===== config.mk =====
export PLATFORM = sky130hd
export DESIGN_NAME = pin_irq_unit
export DESIGN_NICKNAME = d
export VERILOG_FILES = /design/src/rtl/pin_irq_pkg.sv /design/src/rtl/pin_irq_cfg.sv /design/src/rtl/pin_irq_detect.sv /design/src/rtl/pin_irq_flags.sv /design/src/rtl/pin_irq_unit.sv
export SDC_FILE = /design/constraint.sdc
export NUM_CORES = 1
export LEC_CHECK = 0
export ABC_AREA = 0
export BUFFER_PORTS_ARGS = -buffer_cell sky130_fd_sc_hd__buf_2
export CAP_MARGIN = 20
export CORE_MARGIN = 2
export CORE_UTILIZATION = 33
export CTS_CLUSTER_DIAMETER = 50
export CTS_CLUSTER_SIZE = 40
export DETAILED_ROUTE_END_ITERATION = 10
export GPL_TIMING_DRIVEN = 0
export HOLD_SLACK_MARGIN = 0.12
export PLACE_DENSITY = 0.54
export SETUP_SLACK_MARGIN = 0.02
export SLEW_MARGIN = 20
export SYNTH_ARGS = -nofsm -noshare
export SYNTH_HDL_FRONTEND = slang
export SYNTH_SLANG_ARGS = --single-unit

===== constraint.sdc =====
create_clock -name clk -period 3.6 [get_ports clk]
set_input_delay 0 -clock clk [delete_from_list [all_inputs] [get_ports clk]]
set_output_delay 0 -clock clk [all_outputs]
set_load 0.005 [all_outputs]

===== src/rtl/pin_irq_pkg.sv =====
package pin_irq_pkg;

  typedef enum logic [3:0] {
    DET_OFF  = 4'h0,
    DET_LOW  = 4'h8,
    DET_RISE = 4'h9,
    DET_FALL = 4'hA,
    DET_BOTH = 4'hB,
    DET_HIGH = 4'hC
  } det_mode_e;

  // Trigger condition for one pin given the code, the current and the previous level.
  function automatic logic det_hit(input logic [3:0] code, input logic now_lvl,
                                   input logic old_lvl);
    logic hit;
    case (code)
      DET_LOW:  hit = !now_lvl;
      DET_RISE: hit = now_lvl && !old_lvl;
      DET_FALL: hit = !now_lvl && old_lvl;
      DET_BOTH: hit = now_lvl ^ old_lvl;
      DET_HIGH: hit = now_lvl;
      default:  hit = 1'b0;
    endcase
    return hit;
  endfunction

  function automatic logic code_valid(input logic [3:0] code);
    return (code == DET_LOW) || (code == DET_RISE) || (code == DET_FALL) ||
           (code == DET_BOTH) || (code == DET_HIGH);
  endfunction

endpackage


===== src/rtl/pin_irq_cfg.sv =====
module pin_irq_cfg #(
  parameter int NUM_PINS = 32,
  parameter int CODE_W   = 4,
  localparam int IDX_W   = $clog2(NUM_PINS)
) (
  input  logic                             clk,
  input  logic                             rst,
  input  logic                             wr_en,
  input  logic [IDX_W-1:0]                 wr_idx,
  input  logic [CODE_W-1:0]                wr_code,
  output logic [NUM_PINS-1:0][CODE_W-1:0]  cfg_q
);

  for (genvar i = 0; i < NUM_PINS; i++) begin : g_cfg
    always_ff @(posedge clk) begin
      if (rst) begin
        cfg_q[i] <= '0;
      end else if (wr_en && (wr_idx == IDX_W'(i))) begin
        cfg_q[i] <= wr_code;
      end
    end
  end

endmodule


===== src/rtl/pin_irq_detect.sv =====
module pin_irq_detect
  import pin_irq_pkg::*;
#(
  parameter int NUM_PINS = 32,
  parameter int CODE_W   = 4
) (
  input  logic                             clk,
  input  logic                             rst,
  input  logic [NUM_PINS-1:0]              pin_lvl,
  input  logic [NUM_PINS-1:0][CODE_W-1:0]  cfg_q,
  output logic [NUM_PINS-1:0]              hit_vec
);

  logic [NUM_PINS-1:0] prev_lvl;

  always_ff @(posedge clk) begin
    if (rst) prev_lvl <= '0;
    else     prev_lvl <= pin_lvl;
  end

  for (genvar i = 0; i < NUM_PINS; i++) begin : g_det
    assign hit_vec[i] = det_hit(4'(cfg_q[i]), pin_lvl[i], prev_lvl[i]);
  end

endmodule


===== src/rtl/pin_irq_flags.sv =====
module pin_irq_flags #(
  parameter int NUM_PINS = 32
) (
  input  logic                 clk,
  input  logic                 rst,
  input  logic [NUM_PINS-1:0]  set_vec,
  input  logic [NUM_PINS-1:0]  clr_vec,
  output logic [NUM_PINS-1:0]  flags_q
);

  // A set in the same clock as a clear wins.
  always_ff @(posedge clk) begin
    if (rst) flags_q <= '0;
    else     flags_q <= (flags_q & ~clr_vec) | set_vec;
  end

endmodule


===== src/rtl/pin_irq_unit.sv =====
module pin_irq_unit #(
  parameter int               NUM_PINS  = 32,
  parameter int               ADDR_W    = 8,
  parameter int               DATA_W    = 32,
  parameter int               CODE_W    = 4,
  parameter int               CODE_LSB  = 16,
  parameter logic [7:0]       STAT_ADDR = 8'hA0
) (
  input  logic                 clk,
  input  logic                 rst,
  input  logic [NUM_PINS-1:0]  pin_lvl,
  input  logic                 reg_wr,
  input  logic [ADDR_W-1:0]    reg_addr,
  input  logic [DATA_W-1:0]    reg_wdata,
  output logic [DATA_W-1:0]    reg_rdata,
  output logic                 irq_out
);

  localparam int              IDX_W   = $clog2(NUM_PINS);
  localparam logic [ADDR_W-1:0] CFG_END = ADDR_W'(NUM_PINS * 4);
  localparam logic [ADDR_W-1:0] STAT_A  = ADDR_W'(STAT_ADDR);

  function automatic logic [DATA_W-1:0] place_code(input logic [CODE_W-1:0] code);
    return DATA_W'(code) << CODE_LSB;
  endfunction

  function automatic logic [CODE_W-1:0] take_code(input logic [DATA_W-1:0] word);
    return CODE_W'(word >> CODE_LSB);
  endfunction

  logic                            cfg_sel;
  logic                            stat_sel;
  logic                            cfg_wr;
  logic [IDX_W-1:0]                pin_idx;
  logic [NUM_PINS-1:0][CODE_W-1:0] cfg_q;
  logic [NUM_PINS-1:0]             set_vec;
  logic [NUM_PINS-1:0]             clr_vec;
  logic [NUM_PINS-1:0]             flags_q;

  assign cfg_sel  = (reg_addr < CFG_END) && (reg_addr[1:0] == 2'b00);
  assign stat_sel = (reg_addr == STAT_A);
  assign pin_idx  = reg_addr[IDX_W+1:2];
  assign cfg_wr   = reg_wr && cfg_sel;
  assign clr_vec  = (reg_wr && stat_sel) ? reg_wdata[NUM_PINS-1:0] : '0;

  pin_irq_cfg #(.NUM_PINS(NUM_PINS), .CODE_W(CODE_W)) u_cfg (
    .clk     (clk),
    .rst     (rst),
    .wr_en   (cfg_wr),
    .wr_idx  (pin_idx),
    .wr_code (take_code(reg_wdata)),
    .cfg_q   (cfg_q)
  );

  pin_irq_detect #(.NUM_PINS(NUM_PINS), .CODE_W(CODE_W)) u_det (
    .clk     (clk),
    .rst     (rst),
    .pin_lvl (pin_lvl),
    .cfg_q   (cfg_q),
    .hit_vec (set_vec)
  );

  pin_irq_flags #(.NUM_PINS(NUM_PINS)) u_flg (
    .clk     (clk),
    .rst     (rst),
    .set_vec (set_vec),
    .clr_vec (clr_vec),
    .flags_q (flags_q)
  );

  always_comb begin
    if (cfg_sel)       reg_rdata = place_code(cfg_q[pin_idx]);
    else if (stat_sel) reg_rdata = DATA_W'(flags_q);
    else               reg_rdata = '0;
  end

  assign irq_out = |flags_q;

endmodule


Word-level counts from Yosys, hierarchy flattened --
Index checks and enable logic that the tools add are counted.
Operators by class: eq/ne operators 192, mux-type cells 37, reduce and logical (&&, ||, !) cells 166, $add $sub $neg 0, bitwise operators 35, shifts and indexed selects 0, divide/modulo/power cells 0, order comparisons 2, multiply operators 0
Operator list (count):
- == test 4 bit (second input constant) | 160
- one-hot mux 1 bit (5 select lines) | 32
- logical AND 1 bit | 99
- 2-to-1 mux 32 bit | 3
- == test 5 bit (second input constant) | 16
- zero test 1 bit | 64
- == test 5 x 4 -> 1 bit (second input constant) | 8
- AND 32 bit | 1
- inverter 32 bit | 1
- bitwise OR 32 bit | 1
- OR reduction 32 bit | 1
- XOR 1 bit | 32
- binary-select mux 4 bit (select 5 bit) | 1
- == test 5 x 3 -> 1 bit (second input constant) | 4
- == test 5 x 2 -> 1 bit (second input constant) | 2
- == test 8 bit (second input constant) | 1
- < comparator 8 bit (second input constant) | 1
- < comparator 5 x 6 -> 1 bit (second input constant) | 1
- == test 5 x 1 -> 1 bit (second input constant) | 1
- zero test 5 bit | 1
- 2-to-1 mux 4 bit | 1
- zero test 2 bit | 1
Word-level totals: input port bits 75, register bits after elaboration 192, bits in latches 0, output and inout bits 33, memories kept 0, word-level logic and storage cells 466, ROM bits 0, RAM bits 0

Depth between registers and ports, before layout --
Gate-level depths: netlist of the first run.
word-level depth 6, gate-level depth with buffers 9, gate-level depth less buffers 7

By module --
Synthesis of the first run repeated with hierarchy kept, for this count alone.
Second synthesis, totals: cell total of the unflattened synthesis 1256, area, all modules 11589.9 µm²
Modules (own cells, without submodules):
- pin_irq_cfg | seq. area each 2562.5 µm², area an instance 5046.1 µm², cells each 462, instances 1
- pin_irq_detect | seq. area each 640.6 µm², area an instance 3646.0 µm², cells each 460, instances 1
- pin_irq_unit | seq. area each 0.0 µm², area an instance 1742.9 µm², cells each 203, instances 1
- pin_irq_flags | seq. area each 640.6 µm², area an instance 1154.9 µm², cells each 131, instances 1

Worst setup path after synthesis of the first run --
No wires, ideal clock.
path type register to output, start point register u_cfg.cfg_q[38] in the netlist's numbering, end point output port reg_rdata[18], setup slack 2.109 ns, path buffers 0, data required time 3.600 ns, arrival time 1.491 ns, cell stages (with the launch flop) 6, cell sequence dfxtp_1 mux4_2 a221oi_1 a21oi_1 a2111oi_2 a211oi_1
Between the ends: cells in the longest elaborated chain, start to end 3
Ends and longest elaborated chain:
- start: declaration | RTL line pin_irq_cfg.sv:11 | output logic [NUM_PINS-1:0][CODE_W-1:0] cfg_q
- start signal: indexed assignment | RTL line pin_irq_cfg.sv:19 | cfg_q[i] <= wr_code;
- binary-select mux 4 bit (select 5 bit) | RTL line pin_irq_unit.sv:72 | if (cfg_sel) reg_rdata = place_code(cfg_q[pin_idx]);
- 2-to-1 mux 4 bit (not written as such) | RTL line pin_irq_unit.sv:72
- 2-to-1 mux 32 bit | RTL line pin_irq_unit.sv:72
- end: declaration | RTL line pin_irq_unit.sv:15 | output logic [DATA_W-1:0] reg_rdata,
No other way between the ends. The select of a mux whose other input is x is not followed.

Final worst setup path of the first run --
start point register u_cfg.cfg_q[44] in the netlist's numbering, end point output port reg_rdata[16]
Same word-level chain as after synthesis.

==> impl_metrics.ini, run 1 <==
[worst_hold_path]
hold_end = u_flg.flags_q[31]
hp-class = primary input to flip-flop
worstHoldStart = rst
min_path_cells = 2

[layout]
fin_util = 0.410
layout_common_cells = 192 x dfxtp_1, 144 x nor2_1, 144 x mux2i_1
final_common_cell = dfxtp_1
drive_gt1_frac = 0.134
diodes = 0
nets = 1552
area.growth.synth_to_final_pct = 21.5
nFillCells = 3206

[critical_path]
worstReg2RegEnd = u_flg.flags_q[31]
cp_max_fo = 4
cp_num_buf_inv = 1
cp.arrival_ns = 2.58
crit_path_max_incr_delay_ns = 0.63
r2r_cells = 4
crit_chain = mux4_2 > mux2i_1 > nor2_1 > a2111oi_0 > a311oi_1 > buf_2
slowest_stage = a2111oi_0
startpoint_type = flip-flop
cp-end-kind = primary output
reg2reg_slack_ns = 2.17
reg2reg_from = u_cfg.cfg_q[126]
cp_top_family = compound AO/OA/AOI/OAI gates
setup.worst_path.class = flip-flop to primary output
critPathRequiredTime_ns = 3.60

[power]
p_clk_frac = 0.446
leakage_nw = 5.57
pwr-share-comb = 0.098
power.switching_mw = 1.21
p_int_mw = 3.52
switching_share = 0.256
ir_drop_mv = 0.311
power.density_nw_per_um2 = 364
seq_power_share = 0.456

[clocking]
cts_tree = yes
cts_root_buffer = clkbuf_16
clk_latency_ns = 0.45
clkSlewWorstSetupHoldPaths_ns = 0.07
cts_sinks = 192
htree_levels = 4
cts_inserted_buffers = 17
cts.path.max_buffers = 2

[synthesis]
syn_inst = 1228
synth_top_area_cell = dfxtp_1
yosys_register_bits = 192
yosysSeqAreaShare = 0.359
yosys_warnings = 0
synth_top_area_frac = 0.359
synth_nets = 1367
synth_cell_types = 50
netlist_top_cells_area = dfxtp_1 36%, mux2i_1 13%, ha_1 7.5%
syn-cell-area_um2 = 10700
avgSynthCellArea_um2 = 8.72

[global_route]
grt_antenna_before_repair = 0
grt_max_degree = 18
grt_pass1_vias = 9069
grt_pass1_wl_um = 54800
grt_overflow = 0
grt_usage = 0.217

[timing]
max-slew-margin-rel = 0.356
tns_ns = 0
fin_crit_sh = 0.718
hold_viol = 0
tightest_slew_ns = 0.957
clock-skew-final_ns = 0.00883
min_period_ns = 2.58
rsz0062_at_grt = no
report.final.slew_viol_count = 0
setup_violations = 0
max_freq_mhz = 387

[floorplan]
die-area_um2 = 33900
die_w_um = 184
die_h_um = 184
start_util = 0.338
ios = 108
rows = 65
core_area_um2 = 31700

[placed_design]
hpwl_um = 28100
place_congestion = 0.956
io_buffers = 101

[detailed_routing]
drt_iter0_drc = 816
ant_nets = 0
via_per_inst = 5.25
drc = 0
dr.pass1.iters = 7
wl_per_cell_um = 20.0
wirelength_um = 36600
dr_total_vias = 9593

[run_status]
outcome = completed

[run]
cap_violations = 0
==> per-layer routing <==
layer	vias up	share of wire	GRT usage
met5	-	0	0
met4	0	0.033	0.0845
met3	57	0.078	0.0502
met2	335	0.44	0.339
met1	4593	0.45	0.289
li1	4608	-	-
==> power groups by stage <==
stage / sequential (mW) / clock [mW] / combinational (mW)
after global placement: 2.20 / 0 / 0.398
final: 2.16 / 2.11 / 0.464
after CTS: 2.16 / 2.14 / 0.462
after detailed placement: 2.21 / 0 / 0.406
after floorplan: 2.20 / 0 / 0.231
after global routing: 2.16 / 2.22 / 0.509
==> cell usage after synthesis (all sizes together) <==
library cell,n
nor4b,1
a22oi,3
a21o,1
and2,30
o21ai,101
a311oi,4
buf,21
nand2b,1
and3,2
nor2b,5
mux2i,144
a31oi,1
or2,1
a311o,1
clkbuf,53
nand2,76
nor3,12
xor2,31
a32o,1
a2111oi,4
o211ai,31
o2111ai,1
a32oi,1
a221oi,1
o22ai,2
nand4,6
nand4b,3
ha,64
a21oi,71
mux2,5
dfxtp,192
mux4,22
nor2,145
nand3,46
nor4,10
nand3b,32
a211o,2
a211oi,2
inv,99
==> metrics by stage <==
stage                     hold WS (ns)  setup WS, ns  area [um^2]  power [mW]  instances
after floorplan                  0.140          2.11        10700        2.43       1228
after global placement           0.280          1.14        11700        2.60       1731
after detailed placement         0.287          1.15        11700        2.61       1731
after CTS                        0.154          1.06        13000        4.76       1828
after global routing             0.189         0.935        13000        4.89       1828
final                            0.174          1.02        13000        4.73       1828
==> how the worst max path moves through the flow <==
stage                         start       endpoint  cells past startpoint
global placement        reg_addr[6]  reg_rdata[15]                      8
global route            reg_addr[6]   reg_rdata[9]                      8
CTS                 u_cfg.cfg_q[44]  reg_rdata[16]                      6
floorplan           u_cfg.cfg_q[38]  reg_rdata[18]                      5
detailed placement      reg_addr[6]  reg_rdata[12]                      8
finish              u_cfg.cfg_q[44]  reg_rdata[16]                      6
==> state kept, by name, indices dropped and copies added, names as in the netlist <==
register	flops
u_cfg.cfg_q	128
u_det.prev_lvl	32
u_flg.flags_q	32
==> cell type report <==
type / instances / area (um^2) / share of cell area
multi-input combinational: 863 / 6170 / 0.474
sequential: 192 / 3840 / 0.296
timing repair buffer: 166 / 1160 / 0.0889
tap: 402 / 503 / 0.0387
clock buffer: 18 / 439 / 0.0338
inverter: 99 / 372 / 0.0286
buffer: 74 / 323 / 0.0248
clock inverter: 14 / 203 / 0.0156
==> kinds of logic after synthesis <==
family                   Yosys count  share of synthesized area
multiplexers                     171                      0.186
AND/OR/NAND/NOR                  370                      0.169
buffers and inverters            173                     0.0649
adder cells (fa/ha/maj)           64                     0.0748
flip-flops                       192                      0.359
AO/OA/AOI/OAI                    227                      0.121
XOR/XNOR                          31                     0.0254
==> repair_timing <==
action / CTS / global route
setup buffers: 0 / 0
resized for setup: 0 / 0
hold endpoints to repair: 78 / 0
hold buffers: 65 / 0
Power figures use the tool's default switching activity.
==> inputs of run 2 (changes only) <==
ABC_AREA = 1   (was 0)
clock period = 2.42 ns   (was 3.6 ns; I/O delays follow)
==> impl_metrics.ini, run 2 <==
[layout]
reg_top3 = u_cfg.cfg_q (128), u_det.prev_lvl (32), u_flg.flags_q (32)
registers.top_by_ff_count = u_cfg.cfg_q
layout_common_cells = 491 x nand2_1, 285 x nor2_1, 245 x inv_1
drive_gt1_frac = 0.0897
largest_register_ffs = 128
final_common_cell = nand2_1
nets = 2034
area.growth.synth_to_final_pct = 23.3
instances_no_fill = 2349

[timing]
report.final.slew_viol_count = 0
min_period_ns = 2.12
max_freq_mhz = 471
hold_viol = 0
clock-skew-final_ns = 0.0102
fin_crit_sh = 0.877
max-slew-margin-rel = 0.331
fin_ws_ns = 0.299
tightest_slew_ns = 1.00
setup_violations = 0
rsz0062_at_grt = no
tns_ns = 0

[synthesis]
synth_top_area_cell = dfxtp_1
synth_edf_count = 0
synth-main-ff-cell = dfxtp_1
synth_nets = 1829
synth_cell_types = 23
syn_inst = 1690
synthArstFlopShare = 0
yosysSeqAreaShare = 0.351
yosys-top-cells-count = 491 x nand2_1, 285 x nor2_1, 245 x inv_1
yosys_warnings = 0
avgSynthCellArea_um2 = 6.47
netlist_top_cells_area = dfxtp_1 35%, nand2_1 17%, nor2_1 9.8%
syn-cell-area_um2 = 10900
synth.most_common_cell = nand2_1
yosys_register_bits = 192
synth_top_area_frac = 0.351

[critical_path]
startpoint_type = flip-flop
crit_path_frequent_cell = nand4_1
cp-end-kind = primary output
setup.worst_path.class = flip-flop to primary output
cp_max_fo = 2
slowest_stage = nor4_4
critPathRequiredTime_ns = 2.42
crit_chain = inv_1 > nand4_1 > nor4_4 > nand4_1 > buf_2
cp_num_buf_inv = 2
cp_top_family = simple AND/OR/NAND/NOR gates
cp.arrival_ns = 2.12
crit_path_max_incr_delay_ns = 0.61
reg2reg_slack_ns = 0.44

[clocking]
clk_latency_ns = 0.45
cts.path.max_buffers = 2
cts_tree = yes
clkSlewWorstSetupHoldPaths_ns = 0.07
htree_levels = 4
cts_inserted_buffers = 17
cts_sinks = 192
cts_root_buffer = clkbuf_16

[placed_design]
io_buffers = 101
dp_slack_ns = 0.397
hpwl_um = 28800
dp_cells = 2233
place_congestion = 0.954

[detailed_routing]
highest_layer = met4
routed-wl-met2_um = 18100
via_per_inst = 4.81
dr_wl_met3_um = 2140
drc = 0
drt_iter0_drc = 887
wl_per_cell_um = 16.4
dr_total_vias = 11300
dr.pass1.iters = 5
drt-met1-wl_um = 17300
wirelength_um = 38500
ant_nets = 0

[global_route]
grt_antenna_before_repair = 0
grt_pass1_vias = 10400
grt_pass1_wl_um = 57900
grt_overflow = 0
grt_max_degree = 17
grt_usage = 0.227

[floorplan]
core_area_um2 = 32600
start_util = 0.335
die_w_um = 186
die_h_um = 186
ios = 108
die-area_um2 = 34600
rows = 66

[run]
cap_violations = 0

[power]
leakage_nw = 5.75
power.density_nw_per_um2 = 520
ir_drop_mv = 0.489

[worst_hold_path]
hp-class = primary input to flip-flop

[run_status]
outcome = completed
## run 2: logic make-up after synthesis
group,synth area share
AOI/OAI and AO/OA,0.136
adders and majority gates,0.0732
buffers and inverters,0.111
DFF,0.351
and+or+nand+nor,0.329
## run 2: worst paths after layout
path | from | endpoint | depth (start not counted)
worst max-delay path | u_flg.flags_q[14] | irq_out | 5
worst min-delay path | rst | u_cfg.cfg_q[15] | 2
worst max register to register | u_det.prev_lvl[31] | u_flg.flags_q[31] | 9
worst min register to register | u_flg.flags_q[9] | u_flg.flags_q[9] | 2
## run 2: layout make-up
cell class	count	area (um^2)
timing repair buffer	186	1360
multi-input combinational	1189	5900
sequential	192	3840
clock inverter	10	188
antenna	1	2.50
clock buffer	20	437
fill	3492	19100
inverter	248	931
buffer	61	285
tap	442	553
## run 2: timing repair
item	4_1_cts	5_1_grt
hold endpoints to repair	72	0
hold buffers	85	0
resized for setup	0	1
setup buffers	0	0
endpoints found under the setup margin	0	1
## run 2: per-stage QoR
stage          total power, mW  hold WS, ns  utilization  area, um^2
2_1_floorplan             3.59        0.129            -       10900
3_3_place_gp              3.86        0.271        0.368       12000
3_5_place_dp              3.87        0.277        0.368       12000
4_1_cts                   7.07        0.124        0.413       13500
5_1_grt                   7.29        0.149        0.414       13500
6_report                  7.01        0.153        0.414       13500
## run 2: power breakdown
part,leakage (nW),switching (mW),internal [mW]
registers,1.55,0.0197,3.19
logic,3.90,0.443,0.228
clock network,0.296,1.31,1.83
total,5.75,1.77,5.25
## run 2: routing by layer
layer  GRT usage  vias up
met2       0.382      312
met5           0        -
met4      0.0743        0
met3      0.0397       50
met1       0.292     5190
li1            -     5756
==> inputs of run 3 (changes only) <==
CORE_ASPECT_RATIO = 1.5   (was unset)
TNS_END_PERCENT = 100   (was unset)
==> impl_metrics.ini, run 3 (synthesis gave the netlist of run 2 again) <==
[floorplan]
start_util = 0.335
ios = 108
rows = 81
die-area_um2 = 34700
die_w_um = 153
die_h_um = 227
core_area_um2 = 32600

[clocking]
cts_root_buffer = clkbuf_16
cts_inserted_buffers = 17
clk_latency_ns = 0.47
cts_sinks = 192
cts.path.max_buffers = 2
cts_tree = yes
clkSlewWorstSetupHoldPaths_ns = 0.08
htree_levels = 4

[detailed_routing]
wl_per_cell_um = 17.1
drc = 0
via_per_inst = 4.85
dr_total_vias = 11300
drt_iter0_drc = 682
dr.pass1.iters = 5
wirelength_um = 39900
ant_nets = 0

[critical_path]
crit_chain = inv_1 > nand4_1 > nor4_2 > nand4_1 > buf_2
cp_top_family = simple AND/OR/NAND/NOR gates
crit_cells = 5
crit_path_max_incr_delay_ns = 0.69
r2r_cells = 9
reg2reg_slack_ns = 0.41
critPathLaunch = u_flg.flags_q[15]
cp_max_fo = 2
worstReg2RegEnd = u_flg.flags_q[1]
startpoint_type = flip-flop
cp.arrival_ns = 2.17
reg2reg_from = u_det.prev_lvl[1]
cp-end-kind = primary output
crit_path_frequent_cell = nand4_1
cp_num_buf_inv = 2
slowest_stage = nor4_2
critPathRequiredTime_ns = 2.42
setup.worst_path.class = flip-flop to primary output

[layout]
layout_common_cells = 491 x nand2_1, 285 x nor2_1, 245 x inv_1
final_cell_area_um2 = 13500
final_common_cell = nand2_1
nets = 2040
drive_gt1_frac = 0.0920
multi_input_area_um2 = 5890
diodes = 0
area.growth.synth_to_final_pct = 23.4
nFillCells = 3504
registers.top_by_ff_count = u_cfg.cfg_q
fin_util = 0.414
largest_register_ffs = 128
reg_top3 = u_cfg.cfg_q (128), u_det.prev_lvl (32), u_flg.flags_q (32)
seq_area_um2 = 3840

[global_route]
grt_pass1_vias = 10800
grt_pass1_wl_um = 60900
grt_max_degree = 20
grt_overflow = 0
grt_antenna_before_repair = 0
grt_usage = 0.232

[timing]
clock-skew-final_ns = 0.0106
tns_ns = 0
max-slew-margin-rel = 0.232
fin_crit_sh = 0.895
min_period_ns = 2.17
hold_viol = 0
fin_ws_ns = 0.253
rsz0062_at_grt = no
report.final.slew_viol_count = 0
tightest_slew_ns = 1.15
max_freq_mhz = 462
setup_violations = 0

[power]
fin_total_pwr_mw = 6.95
power.density_nw_per_um2 = 515
leakage_nw = 5.79
ir_drop_mv = 0.444

[worst_hold_path]
hp-class = primary input to flip-flop
worstHoldStart = reg_addr[4]
hold_end = u_cfg.cfg_q[63]
min_path_cells = 5

[run_status]
outcome = completed

[placed_design]
placed_cell_area_um2 = 12000
place_congestion = 0.963
io_buffers = 101
dp_slack_ns = 0.303
hpwl_um = 30700

[run]
cap_violations = 0
run 3: repair_timing:
action / in CTS / in global routing
buffers inserted: 0 / 0
setup endpoints to repair: 1 / 0
hold endpoints to repair: 81 / 0
hold buffers: 91 / 0
gates resized for setup: 1 / 0
run 3: worst max-delay path by stage:
| stage | endpoint | slack (ns) |
|---|---|---|
| final | irq_out | 0.25 |
| after global routing | irq_out | 0.13 |
| after CTS | irq_out | 0.19 |
| after detailed placement | reg_rdata[17] | 0.30 |
| after global placement | reg_rdata[17] | 0.27 |
| after floorplan | u_flg.flags_q[19] | 1.22 |
run 3: tightest hold or removal path: cells and delay by family:
family	cells	cell delay, ns
simple gates	3	0.31
compound gates	1	0.15
buf+inv	1	0.14
run 3: area by class of cell:
| type | instances | area share |
|---|---|---|
| Multi-Input combinational cell | 1189 | 0.436 |
| Sequential cell | 192 | 0.285 |
| Timing Repair Buffer | 192 | 0.105 |
| Inverter | 248 | 0.0690 |
| Tap cell | 415 | 0.0385 |
| Clock buffer | 17 | 0.0315 |
| Buffer | 61 | 0.0211 |
| Clock inverter | 15 | 0.0141 |
run 3: routing by layer:
| layer | track usage | wire (um) | up-vias |
|---|---|---|---|
| met4 | 0.0902 | 1300 | 0 |
| li1 | - | - | 5783 |
| met1 | 0.263 | 16200 | 5209 |
| met2 | 0.442 | 20900 | 251 |
| met3 | 0.0267 | 1490 | 55 |
| met5 | 0 | 0 | - |
run 3: through the flow:
stage                     instances  hold slack [ns]
after detailed placement       2206            0.270
after global routing           2329            0.195
after global placement         2206            0.271
after floorplan                1690            0.129
final                          2329            0.169
after CTS                      2329            0.132
run 3: report_power, final:
group / internal [mW] / switching, mW / leakage, nW
clock: 1.58 / 1.48 / 0.305
sequential: 3.19 / 0.0194 / 1.55
combinational: 0.230 / 0.446 / 3.93
total: 5.00 / 1.94 / 5.79
